**src/rtl/pwr_seq_pkg.sv**
```systemverilog
package pwr_seq_pkg;

    typedef enum logic [1:0] {
        PM_RUN   = 2'd0,
        PM_IDLE  = 2'd1,
        PM_SLEEP = 2'd2,
        PM_WAKE  = 2'd3
    } pmode_e;

    localparam logic [1:0] SRC_INTRC = 2'b00;

    typedef struct packed {
        logic cpu;
        logic per;
    } clk_en_t;

    // Gating per power mode: the peripheral clock runs during the wake delay.
    function automatic clk_en_t mode_clocks(input pmode_e m);
        clk_en_t c;
        case (m)
            PM_RUN:   c = '{cpu: 1'b1, per: 1'b1};
            PM_IDLE:  c = '{cpu: 1'b0, per: 1'b1};
            PM_SLEEP: c = '{cpu: 1'b0, per: 1'b0};
            default:  c = '{cpu: 1'b0, per: 1'b1};
        endcase
        return c;
    endfunction

    function automatic logic is_low_power(input pmode_e m);
        return (m == PM_IDLE) || (m == PM_SLEEP);
    endfunction

endpackage

```
**src/rtl/pwr_wdt.sv**
```systemverilog
module pwr_wdt #(
    parameter int PRE_LIM  = 4,
    parameter int POST_LIM = 4
) (
    input  logic clk,
    input  logic rst,
    input  logic en,
    input  logic clr,
    output logic to
);
    localparam int PW = (PRE_LIM  > 1) ? $clog2(PRE_LIM)  : 1;
    localparam int QW = (POST_LIM > 1) ? $clog2(POST_LIM) : 1;
    localparam logic [PW-1:0] PRE_TOP  = PW'(PRE_LIM - 1);
    localparam logic [QW-1:0] POST_TOP = QW'(POST_LIM - 1);

    logic [PW-1:0] pre_q;
    logic [QW-1:0] post_q;
    logic          to_q;

    always_ff @(posedge clk) begin
        if (rst || clr) begin
            pre_q  <= '0;
            post_q <= '0;
            to_q   <= 1'b0;
        end else begin
            to_q <= 1'b0;
            if (en) begin
                if (pre_q == PRE_TOP) begin
                    pre_q <= '0;
                    if (post_q == POST_TOP) begin
                        post_q <= '0;
                        to_q   <= 1'b1;
                    end else begin
                        post_q <= post_q + 1'b1;
                    end
                end else begin
                    pre_q <= pre_q + 1'b1;
                end
            end
        end
    end

    assign to = to_q;

    AST_TO_SINGLE_PULSE: assert property (@(posedge clk) disable iff (rst)
        to_q |=> !to_q);
    AST_CLEAR_SILENCES: assert property (@(posedge clk) disable iff (rst)
        clr |=> !to_q);

endmodule

```
**src/rtl/pwr_wake_ctl.sv**
```systemverilog
module pwr_wake_ctl
    import pwr_seq_pkg::*;
#(
    parameter int N_IRQ    = 4,
    parameter int WAKE_DLY = 4
) (
    input  logic             clk,
    input  logic             rst,
    input  logic             sleep_op,
    input  logic             idle_en,
    input  logic [N_IRQ-1:0] irq_flag,
    input  logic [N_IRQ-1:0] irq_en,
    input  logic             gie,
    input  logic             wdt_to,
    output pmode_e           mode,
    output logic             done,
    output logic             vec
);
    localparam int CW = $clog2(WAKE_DLY + 1);
    localparam logic [CW-1:0] CNT_TOP = CW'(WAKE_DLY - 1);

    pmode_e        mode_q;
    logic [CW-1:0] cnt_q;
    logic          vec_pend_q;
    logic          done_q;
    logic          vec_q;
    logic          irq_hit;
    logic          pend;

    assign irq_hit = |(irq_flag & irq_en);
    assign pend    = irq_hit | wdt_to;

    always_ff @(posedge clk) begin
        if (rst) begin
            mode_q     <= PM_RUN;
            cnt_q      <= '0;
            vec_pend_q <= 1'b0;
            done_q     <= 1'b0;
            vec_q      <= 1'b0;
        end else begin
            done_q <= 1'b0;
            vec_q  <= 1'b0;
            case (mode_q)
                PM_RUN: begin
                    if (sleep_op && !pend)
                        mode_q <= idle_en ? PM_IDLE : PM_SLEEP;
                end
                PM_IDLE, PM_SLEEP: begin
                    if (pend) begin
                        mode_q     <= PM_WAKE;
                        cnt_q      <= '0;
                        vec_pend_q <= irq_hit & gie;
                    end
                end
                default: begin
                    if (cnt_q == CNT_TOP) begin
                        mode_q <= PM_RUN;
                        done_q <= 1'b1;
                        vec_q  <= vec_pend_q;
                    end else begin
                        cnt_q <= cnt_q + 1'b1;
                    end
                end
            endcase
        end
    end

    assign mode = mode_q;
    assign done = done_q;
    assign vec  = vec_q;

    AST_DONE_AFTER_WAKE: assert property (@(posedge clk) disable iff (rst)
        done_q |-> (mode_q == PM_RUN && $past(mode_q) == PM_WAKE));
    AST_VEC_WITH_DONE: assert property (@(posedge clk) disable iff (rst)
        vec_q |-> done_q);
    AST_NO_ENTRY_PENDING: assert property (@(posedge clk) disable iff (rst)
        (mode_q == PM_RUN && sleep_op && pend) |=> (mode_q == PM_RUN));
    AST_LOWPWR_HOLD: assert property (@(posedge clk) disable iff (rst)
        (is_low_power(mode_q) && !pend) |=> $stable(mode_q));
    AST_WDT_WAKES: assert property (@(posedge clk) disable iff (rst)
        (is_low_power(mode_q) && wdt_to) |=> (mode_q == PM_WAKE));

endmodule

```
**src/rtl/pwr_clksel.sv**
```systemverilog
module pwr_clksel
    import pwr_seq_pkg::*;
(
    input  logic       clk,
    input  logic       rst,
    input  logic       sel_wr,
    input  logic [1:0] sel_d,
    input  pmode_e     mode,
    output logic [1:0] clk_src,
    output logic       cpu_clk_en,
    output logic       per_clk_en
);
    logic [1:0] src_q;
    clk_en_t    gate;

    always_ff @(posedge clk) begin
        if (rst)
            src_q <= SRC_INTRC;
        else if (sel_wr)
            src_q <= sel_d;
    end

    always_comb begin
        gate = mode_clocks(mode);
    end

    assign clk_src    = src_q;
    assign cpu_clk_en = gate.cpu;
    assign per_clk_en = gate.per;

    AST_SRC_HOLD: assert property (@(posedge clk) disable iff (rst)
        !sel_wr |=> $stable(src_q));

endmodule

```
**src/rtl/pwr_seq.sv**
```systemverilog
module pwr_seq
    import pwr_seq_pkg::*;
#(
    parameter int N_IRQ    = 4,
    parameter int WAKE_DLY = 4,
    parameter int PRE_LIM  = 4,
    parameter int POST_LIM = 4
) (
    input  logic             clk,
    input  logic             rst,
    input  logic             sleep_op,
    input  logic             clrwdt_op,
    input  logic             idle_en,
    input  logic [N_IRQ-1:0] irq_flag,
    input  logic [N_IRQ-1:0] irq_en,
    input  logic             gie,
    input  logic             wdt_en,
    input  logic             clk_lost,
    input  logic             fscm_en,
    input  logic             sel_wr,
    input  logic [1:0]       sel_d,
    output logic             cpu_clk_en,
    output logic             per_clk_en,
    output logic             wake_done,
    output logic             vec_req,
    output logic             wdt_rst_req,
    output logic [1:0]       mode,
    output logic [1:0]       clk_src
);
    pmode_e cur_mode;
    logic   wdt_to;
    logic   wdt_clr;

    assign wdt_clr = clrwdt_op
                   | (sleep_op && cur_mode == PM_RUN)
                   | (clk_lost && fscm_en);

    pwr_wdt #(
        .PRE_LIM  (PRE_LIM),
        .POST_LIM (POST_LIM)
    ) wdt_i (
        .clk (clk),
        .rst (rst),
        .en  (wdt_en),
        .clr (wdt_clr),
        .to  (wdt_to)
    );

    pwr_wake_ctl #(
        .N_IRQ    (N_IRQ),
        .WAKE_DLY (WAKE_DLY)
    ) wake_i (
        .clk      (clk),
        .rst      (rst),
        .sleep_op (sleep_op),
        .idle_en  (idle_en),
        .irq_flag (irq_flag),
        .irq_en   (irq_en),
        .gie      (gie),
        .wdt_to   (wdt_to),
        .mode     (cur_mode),
        .done     (wake_done),
        .vec      (vec_req)
    );

    pwr_clksel clksel_i (
        .clk        (clk),
        .rst        (rst),
        .sel_wr     (sel_wr),
        .sel_d      (sel_d),
        .mode       (cur_mode),
        .clk_src    (clk_src),
        .cpu_clk_en (cpu_clk_en),
        .per_clk_en (per_clk_en)
    );

    assign wdt_rst_req = wdt_to && (cur_mode == PM_RUN);
    assign mode        = cur_mode;

    AST_WAKE_CPU_GATED: assert property (@(posedge clk) disable iff (rst)
        (cur_mode == PM_WAKE) |-> (!cpu_clk_en && per_clk_en));
    AST_DONE_CPU_ON: assert property (@(posedge clk) disable iff (rst)
        wake_done |-> cpu_clk_en);

endmodule

```
**config.mk**
```make
export PLATFORM = sky130hd
export DESIGN_NAME = pwr_seq
export DESIGN_NICKNAME = d
export VERILOG_FILES = /design/src/rtl/pwr_seq_pkg.sv /design/src/rtl/pwr_wdt.sv /design/src/rtl/pwr_wake_ctl.sv /design/src/rtl/pwr_clksel.sv /design/src/rtl/pwr_seq.sv
export SDC_FILE = /design/constraint.sdc
export NUM_CORES = 1
export LEC_CHECK = 0
export ABC_AREA = 0
export CAP_MARGIN = 10
export CORE_UTILIZATION = 47
export CTS_CLUSTER_DIAMETER = 50
export CTS_CLUSTER_SIZE = 24
export DETAILED_ROUTE_END_ITERATION = 12
export HOLD_SLACK_MARGIN = 0.03
export PLACE_DENSITY = 0.85
export REMOVE_ABC_BUFFERS = 1
export SLEW_MARGIN = 10
export SYNTH_ARGS = -nofsm -noshare
export SYNTH_HDL_FRONTEND = slang
export SYNTH_HIERARCHICAL = 1
export SYNTH_SLANG_ARGS = --single-unit
```
**constraint.sdc**
```tcl
create_clock -name clk -period 4.22 [get_ports clk]
set_clock_uncertainty 0.1 [all_clocks]
set_input_delay 0.422 -clock clk [delete_from_list [all_inputs] [get_ports clk]]
set_output_delay 0.422 -clock clk [all_outputs]
set_load 0.02 [all_outputs]
```
==> metrics list, run 1 <==
- Dividing the detail-routed wire length by the instance count gives 13.6 um.
- sky130_fd_sc_hd__dfxtp_1 takes more of the synthesized area than any other cell.
- In this design, the largest share of critical-path delay is due to buffers and inverters.
- For flop-to-flop paths, the worst setup slack is 2.22 ns.
- Layout overhead on the synthesized area: 38.0%
- VDD IR-drop max: 0.302 mV
- The worst register-to-register path has a depth of 5.
* Number of setup buffers added after CTS: 0
- Setup TNS after final layout: 0 ns
* Worst skew pair latency: 0.29 ns
* Max-cap violations: 0
- The tree built by TritonCTS fans out to 15 sinks.
- Global routing used 21.0% of the available tracks across all layers.
- Walking the worst path, the cells encountered are nor2_1 -> and2_2 -> clkdlybuf4s50_1.
- The largest single stage delay on the critical path is 0.60 ns.
- For this design the total switching power over the nets is 203 uW.
- Most frequent standard cell in the layout excluding fill and tap cells: sky130_fd_sc_hd__clkdlybuf4s50_1
- The die covers 0.00194 sq mm.
- The most critical setup path has its startpoint at wake_i/mode[1].
* Largest fanout on the critical path: 8
- Summing over every cut layer, the via total after detailed routing is 756.
- Final weighted congestion in routability-driven placement: 0.814
* Leakage: 0.000479 uW
* Synth cell types: 32
- Avg Inst Size Synth: 9.43 sq um
- CTS root buffer: sky130_fd_sc_hd__clkbuf_4
- Post-synthesis register bit count: 15
* Number of rows created at floorplan: 14
- Derived from the worst setup path, the maximum achievable clock frequency is 468 MHz.
* Die Ht: 44.0 um
* Final total power: 530 uW
- Combinational power share: 50.3%
- The flow ran to the end, but the final reports show violations.
- The initial antenna violation count came to 0.
* Number of filler instances in the final layout: 115
- Clock-pin slew was measured on the worst setup and hold paths at 0.10 ns.
- Worst hold path type: reg2reg
* Proportion of synthesized flip-flops having asynchronous set or reset: 0%
* Horizontal extent of the die: 44.0 um
* Portion of the post-synthesis area used by sequential elements: 36.2%
* Number of antenna cells inserted: 0
* Arrival time of the worst setup path: 1.62 ns
* Count of buffers inserted at the top-level ports: 28
- Sort of element at the end of the critical path: primary output
- After detailed routing, the number of remaining DRC violations is 1.
- Layout Nets: 147
- Routed wire length: 1.82 mm
- Pin placement for this block handled 29 I/O pins.
- The worst setup path is launched from a flop.
- The synthesized design contains 0 enable-type register cells.
- The critical path crosses 3 cells after its start point.
- Sorting the synthesized cells by area gives the leading types as sky130_fd_sc_hd__dfxtp_1 (36%), sky130_fd_sc_hd__ha_1 (12%), sky130_fd_sc_hd__mux2i_1 (7.2%), sky130_fd_sc_hd__nor2_1 (5.4%), sky130_fd_sc_hd__a22oi_1 (2.7%).
* Residual antenna-violating net count after detailed routing: 0
- Headroom to the max-slew limit came out at 78.1%.
* Number of gates resized after CTS: 0
- The worst hold path passes through 2 cells.
- Area of the mapped netlist: 830 sq um
- The worst register-to-register path begins at wake_i/mode[1].
- The clock period could shrink to 2.14 ns.
- Counting the buffers created by CTS gives 3.
- The final reports fail on DRC.
- Dpl hpwl: 1.41 mm
* Commonest cells after routing, fill and taps aside: sky130_fd_sc_hd__clkdlybuf4s50_1 (28), sky130_fd_sc_hd__dfxtp_1 (15), sky130_fd_sc_hd__nor2_1 (12), sky130_fd_sc_hd__ha_1 (8), sky130_fd_sc_hd__mux2i_1 (6)
* Hold_sp: wake_i/cnt_q[1]
* Total gr overflow: 0
- Hold buffer count at cts: 0
- Clock Tree Buf Depth: 2
* Instance count of the mapped netlist: 88
- Starting Density: 52.6%
- The core region is 0.00158 sq mm.
* Unrepaired setup endpoints after global routing: no
- First-pass GRT wire length: 3.02 mm
* CP Class: reg2out
- The most used flip-flop cell after synthesis is sky130_fd_sc_hd__dfxtp_1.
* Number of pins with negative max-slew slack in the final report: 0
- Final setup violation count: 0
- The first detailed-routing pass ran for 8 iterations.
* Yosys synthesis warning count: 6
- The slowest stage of the critical path is the sky130_fd_sc_hd__clkdlybuf4s50_1 cell.
* Final hold violation count: 0
* Layout cell share with drive strength beyond 1: 11.9%
- The worst register-to-register path ends at wake_i/cnt_q[2].
- At the pin with the least slew margin, the transition time is 0.328 ns.
- Sequential cells burn 34.1% of the power.
- STA puts the critical path data required time at 3.70 ns.
- Entering global routing, the biggest net connects 10 pins.
- Vias in the first global route: 721
- P_int: 327 uW
- Sum of buffers and inverters on the critical path: 1
- End point of the critical path: wdt_rst_req
* Top-area cell type share of the netlist area: 36.2%
- Of the total power, the share spent switching nets is 38.3%.
* First-iteration detailed-routing DRC count: 11
- Clock network fraction of design power: 15.6%
- CTS H-tree depth: 1
- Via/cell ratio: 5.64
* Post-route fraction of the period consumed by the critical path: 50.6%
* CTS tree: done
- For this design the ratio of total power to cell area is 463 mW/mm^2.
## cell type report
cell class / instances / area, sq um / share of cell area (%)
clock buffers: 3 / 22.5 / 1.97
clock inverters: 1 / 5.00 / 0.437
inverters: 5 / 18.8 / 1.64
multi-input cells: 66 / 498 / 43.5
flip-flops and latches: 15 / 300 / 26.2
well taps: 16 / 20.0 / 1.75
repair buffers: 28 / 280 / 24.5
## sequential cells by signal (all words and copies together), names as in the netlist
register           cells
wake_i/vec             1
wdt_i/post_q           2
wdt_i/pre_q            2
clksel_i/clk_src       2
wake_i/mode            2
wake_i/cnt_q           3
wake_i/vec_pend_q      1
wdt_i/to               1
wake_i/done            1
## worst min path at each step
stage / endpoint / slack [ns]
6_report: wake_i/cnt_q[1] / 0.41
5_1_grt: wdt_i/pre_q[0] / 0.44
4_1_cts: wake_i/cnt_q[1] / 0.42
3_5_place_dp: wake_i/vec_pend_q / 0.38
3_3_place_gp: wake_i/vec_pend_q / 0.38
2_1_floorplan: wake_i/vec_pend_q / 0.35
## power groups by stage
stage / clock, uW / combinational [uW] / sequential [uW]
floorplan: 0 / 167 / 190
global placement: 0 / 256 / 182
detailed placement: 0 / 264 / 184
CTS: 85.1 / 266 / 181
global route: 91.5 / 287 / 184
finish: 82.7 / 267 / 181
## cell families after synthesis
group / count (synthesis) / synth area share (%)
multiplexers: 6 / 7.24
AND/OR/NAND/NOR: 33 / 22.2
flip-flops: 15 / 36.2
buffers and inverters: 7 / 3.77
adder cells (fa/ha/maj): 8 / 12.1
AO/OA/AOI/OAI: 19 / 18.6
## worst min-delay path: cells and delay by family, from the launching register on
kind | cells | cell delay [ns]
DFF | 1 | 0.34
AOI/OAI and AO/OA | 1 | 0.07
and+or+nand+nor | 1 | 0.07
## routing by layer
| metal | routed length [um] | up-vias | track usage [%] |
|---|---|---|---|
| li1 | - | 377 | - |
| met1 | 729 | 345 | 21.6 |
| met2 | 963 | 28 | 38.8 |
| met3 | 81 | 6 | 6.12 |
| met4 | 43 | 0 | 9.09 |
| met5 | 0 | - | 0 |
## per-stage QoR
step                setup WS [ns]  cell area (sq um)  cells  hold WS (ns)  util [%]
CTS                          2.07               1140    134         0.417      72.6
floorplan                    2.20                817     86         0.346         -
finish                       2.08               1140    134         0.414      72.6
detailed placement           2.21               1120    130         0.384      70.9
global route                 2.02               1140    134         0.439      72.6
global placement             2.29               1120    130         0.379      70.9
## Yosys cell counts, types with 2 or more instances
| cell type | count |
|---|---|
| sky130_fd_sc_hd__ha_1 | 8 |
| sky130_fd_sc_hd__a21oi_1 | 3 |
| sky130_fd_sc_hd__nand3_1 | 3 |
| sky130_fd_sc_hd__mux2i_1 | 6 |
| sky130_fd_sc_hd__a22oi_1 | 3 |
| sky130_fd_sc_hd__a22o_1 | 2 |
| sky130_fd_sc_hd__nor2_1 | 12 |
| sky130_fd_sc_hd__a21bo_2 | 2 |
| sky130_fd_sc_hd__o31ai_1 | 2 |
| sky130_fd_sc_hd__inv_1 | 5 |
| sky130_fd_sc_hd__dfxtp_1 | 15 |
| sky130_fd_sc_hd__and3_1 | 2 |
| sky130_fd_sc_hd__nand2_1 | 4 |
| sky130_fd_sc_hd__nand2b_1 | 2 |
| sky130_fd_sc_hd__nor2b_1 | 2 |
(Power assumes the default switching activity.)
==> inputs of run 2 (changes only) <==
--- a/config.mk
+++ b/config.mk
@@ -7,12 +7,12 @@
 export LEC_CHECK = 0
 export ABC_AREA = 0
 export CAP_MARGIN = 10
-export CORE_UTILIZATION = 47
+export CORE_UTILIZATION = 39
 export CTS_CLUSTER_DIAMETER = 50
 export CTS_CLUSTER_SIZE = 24
 export DETAILED_ROUTE_END_ITERATION = 12
 export HOLD_SLACK_MARGIN = 0.03
-export PLACE_DENSITY = 0.85
+export PLACE_DENSITY = 0.76
 export REMOVE_ABC_BUFFERS = 1
 export SLEW_MARGIN = 10
 export SYNTH_ARGS = -nofsm -noshare
==> constraint.sdc (replaced) <==
create_clock -name clk -period 1.9 [get_ports clk]
set_clock_uncertainty 0.1 [all_clocks]
set_input_delay 0.19 -clock clk [delete_from_list [all_inputs] [get_ports clk]]
set_output_delay 0.19 -clock clk [all_outputs]
set_load 0.02 [all_outputs]
==> run 2 against run 1 <==
  * The flow now finishes without violations
  * Core utilization down 13 points
  * Critical path depth up 2
  * Die area up 20%
  * First-iteration DRC count up 73%
  * Sequential share of layout area down 0.91 points
  * Setup slack worse by 2.0 ns
  * Highest routed layer unchanged
  * Flip-flop and latch count unchanged
  * Combinational power rose to 2.6 times the previous value
  * Design area up 3.6%
  * Cell count up 11%
  * Routed wire length down 4.3%
==> metrics list, run 2 (synthesis gave the netlist of run 1 again) <==
- Dpl hpwl: 1.38 mm (-2.1%)
- The worst stage delay on the critical path was 0.41 ns (-0.19 ns).
- The number of cells on the worst reg-to-reg path is 5 (unchanged).
* Areal power density over the cells: 1040 mW/mm^2 (+130%)
- The placeable core region was 0.00198 sq mm (+26%).
* Via/cell ratio: 5.16 (-8.5%)
* Max-slew headroom: 79.4% (+1.3 points)
- Vias in the first global route: 639 (-11%)
- The reg2reg setup slack came to 0.13 ns (-2.09 ns).
* Crit path time final: 1.77 ns
* Number of cells on the worst hold path: 1 (-1)
- The I/O pin count is 29 (unchanged).
- CTS H-tree depth: 1 (unchanged)
- Detailed Routing Iterations Pass 1: 4 (-4)
- Arrival time of the worst setup path: 1.84 ns (+0.22 ns)
* Hold_sp: wake_i/vec_pend_q
- Worst hold path type: reg2reg
- The wire length of the first global-routing pass was 2.50 mm (-17%).
- The count of nets after finishing is 151 (+2.7%).
- Number of rows created at floorplan: 16 (+2)
* Final weighted congestion in routability-driven placement: 0.836 (+2.7%)
- The maximum fanout encountered on the critical timing path came to 4 (-4).
- The total CTS buffers was 3 (unchanged).
* Commonest cells after routing, fill and taps aside: sky130_fd_sc_hd__clkdlybuf4s50_1 (27), sky130_fd_sc_hd__dfxtp_1 (15), sky130_fd_sc_hd__nor2_1 (12), sky130_fd_sc_hd__ha_1 (8), sky130_fd_sc_hd__mux2i_1 (6)
- Layout cell share with drive strength beyond 1: 13.9% (+2.1 points)
- The setup slack at placement came to 0.146 ns (-2.07 ns).
* Max-cap violations: 0 (unchanged)
- Outcome: completed
- The required arrival time at the worst endpoint is 1.98 ns (-1.72 ns).
- Horizontal extent of the die: 48.1 um (+9.3%)
* Nature of the critical path startpoint: flop
- The path with the worst hold slack has its endpoint at wake_i/vec.
* Smallest setup slack after layout: 0.131 ns (-1.95 ns)
- Post-detailed-route DRC marker count: 0 (-1)
- Total gr overflow: 0 (unchanged)
- Crit-path cells: inv_1 -> ha_1 -> nor2b_4 -> a311o_2 -> a32o_2
* Initial antenna violation count: 0 (unchanged)
* Core utilization of the finished layout: 59.8% (-13 points)
- wake_i/cnt_q holds more flip-flops than any other register.
- The height of the chip is 48.1 um (+9.3%).
- Layout overhead on the synthesized area: 43.0%
- The worst path uses 93.1% of the clock period.
* Starting Density: 41.9% (-11 points)
- The total of endpoints with negative setup slack in the final report is 0 (unchanged).
* First-iteration detailed-routing DRC count: 19 (+8)
* Number of pins with negative max-slew slack in the final report: 0 (unchanged)
* Worst hold margin: 0.394 ns (-0.0195 ns)
- Final hold violation count: 0 (unchanged)
* Largest register FFs: 3 (unchanged)
* Most frequent standard cell in the layout excluding fill and tap cells: sky130_fd_sc_hd__clkdlybuf4s50_1
- TritonCTS built the clock tree.
* Setup TNS after final layout: 0 ns (unchanged)
* Sort of element at the end of the critical path: flop
- Count of buffers inserted at the top-level ports: 28 (unchanged)
* Mean routed wirelength per cell: 11.7 um (-14%)
* Origin of the critical flop-to-flop path: wake_i/mode[0]
* Global-route usage over all layers: 15.1% (-5.9 points)
* Vias after detailed routing: 769 (+1.7%)
* Number of antenna cells inserted: 0 (unchanged)
- The peak supply drop is 0.545 mV (+80%).
- The total leakage power was 0.000502 uW (+4.9%).
- The pin count of the biggest net entering global routing is 10 (unchanged).
- The sink count of the clock tree was 15 (unchanged).
- FF-to-FF End: wake_i/cnt_q[2]
* Clock Tree Buf Depth: 2 (unchanged)
- Transition at the pin with the smallest max-transition slack: 0.308 ns (-0.0196 ns)
- CTS root buffer: sky130_fd_sc_hd__clkbuf_4
- The total die area is 0.00232 sq mm (+20%).
- Timing would allow up to 565 MHz.
- The slowest stage of the critical path is the sky130_fd_sc_hd__a311o_2 cell.
- The worst setup path is of the reg2reg kind.
* Worst skew pair latency: 0.27 ns (-0.02 ns)
- The clock transition time at the flip-flop clock pins of the worst setup and hold paths is 0.09 ns (about the same).
- Routed wire length: 1.74 mm (-4.3%)
- Final total power: 1240 uW (+130%)
- Unrepaired setup endpoints after global routing: no
- Residual antenna-violating net count after detailed routing: 0 (unchanged)
-- run 2: changes by cell type in the layout (fill, tap and decap cells not counted), sizes merged --
cell and change:
buf +4, clkbuf +1, clkdlybuf4s50 -1, clkinv -1
dlygate4sd2 +1
-- run 2: final cells by class --
class	count	area (sq um)
Fill cell	175	796
Multi-Input combinational cell	66	498
Timing Repair Buffer	32	309
Sequential cell	15	300
Tap cell	27	33.8
Clock buffer	4	26.3
Inverter	5	18.8
-- run 2: repair_timing --
item / 4_1_cts / 5_1_grt
resized for setup: 1 / 0
setup endpoints to repair: 1 / 0
setup buffers: 0 / 0
hold buffers: 0 / 0
-- run 2: metal layers --
metal	global-route usage [%]	wire [um]
met1	20.0	789
met2	24.6	857
met3	2.22	75
met4	6.11	17
met5	0	0
-- run 2: metrics by stage --
step           std cells  area (sq um)
3_5_place_dp         145          1160
2_1_floorplan         86           817
3_3_place_gp         145          1160
4_1_cts              149          1190
6_report             149          1190
5_1_grt              149          1190
-- run 2: where the power goes --
group,internal (uW),switching (uW),total [uW]
registers,354,21.9,376
logic,349,333,682
clock network,81.3,97.5,179
total,785,453,1240
-- run 2: worst max path at each step --
stage	start	end	slack [ns]	cells past startpoint
5_1_grt	wake_i/mode[1]	cpu_clk_en	0.08	3
2_1_floorplan	wake_i/mode[0]	wake_i/cnt_q[2]	-0.12	5
3_3_place_gp	wake_i/mode[0]	wake_i/cnt_q[2]	0.19	5
4_1_cts	wake_i/mode[0]	wake_i/cnt_q[2]	0.13	5
3_5_place_dp	wake_i/mode[0]	wake_i/cnt_q[2]	0.15	5
6_report	wake_i/mode[0]	wake_i/cnt_q[2]	0.13	5
-- run 2: critical path, delay by kind of cell, from the launching register on --
kind,cells,cell delay [ns]
AOI/OAI and AO/OA,2,0.68
adders and majority gates,1,0.35
DFF,1,0.34
and+or+nand+nor,1,0.15
buffers and inverters,1,0.06
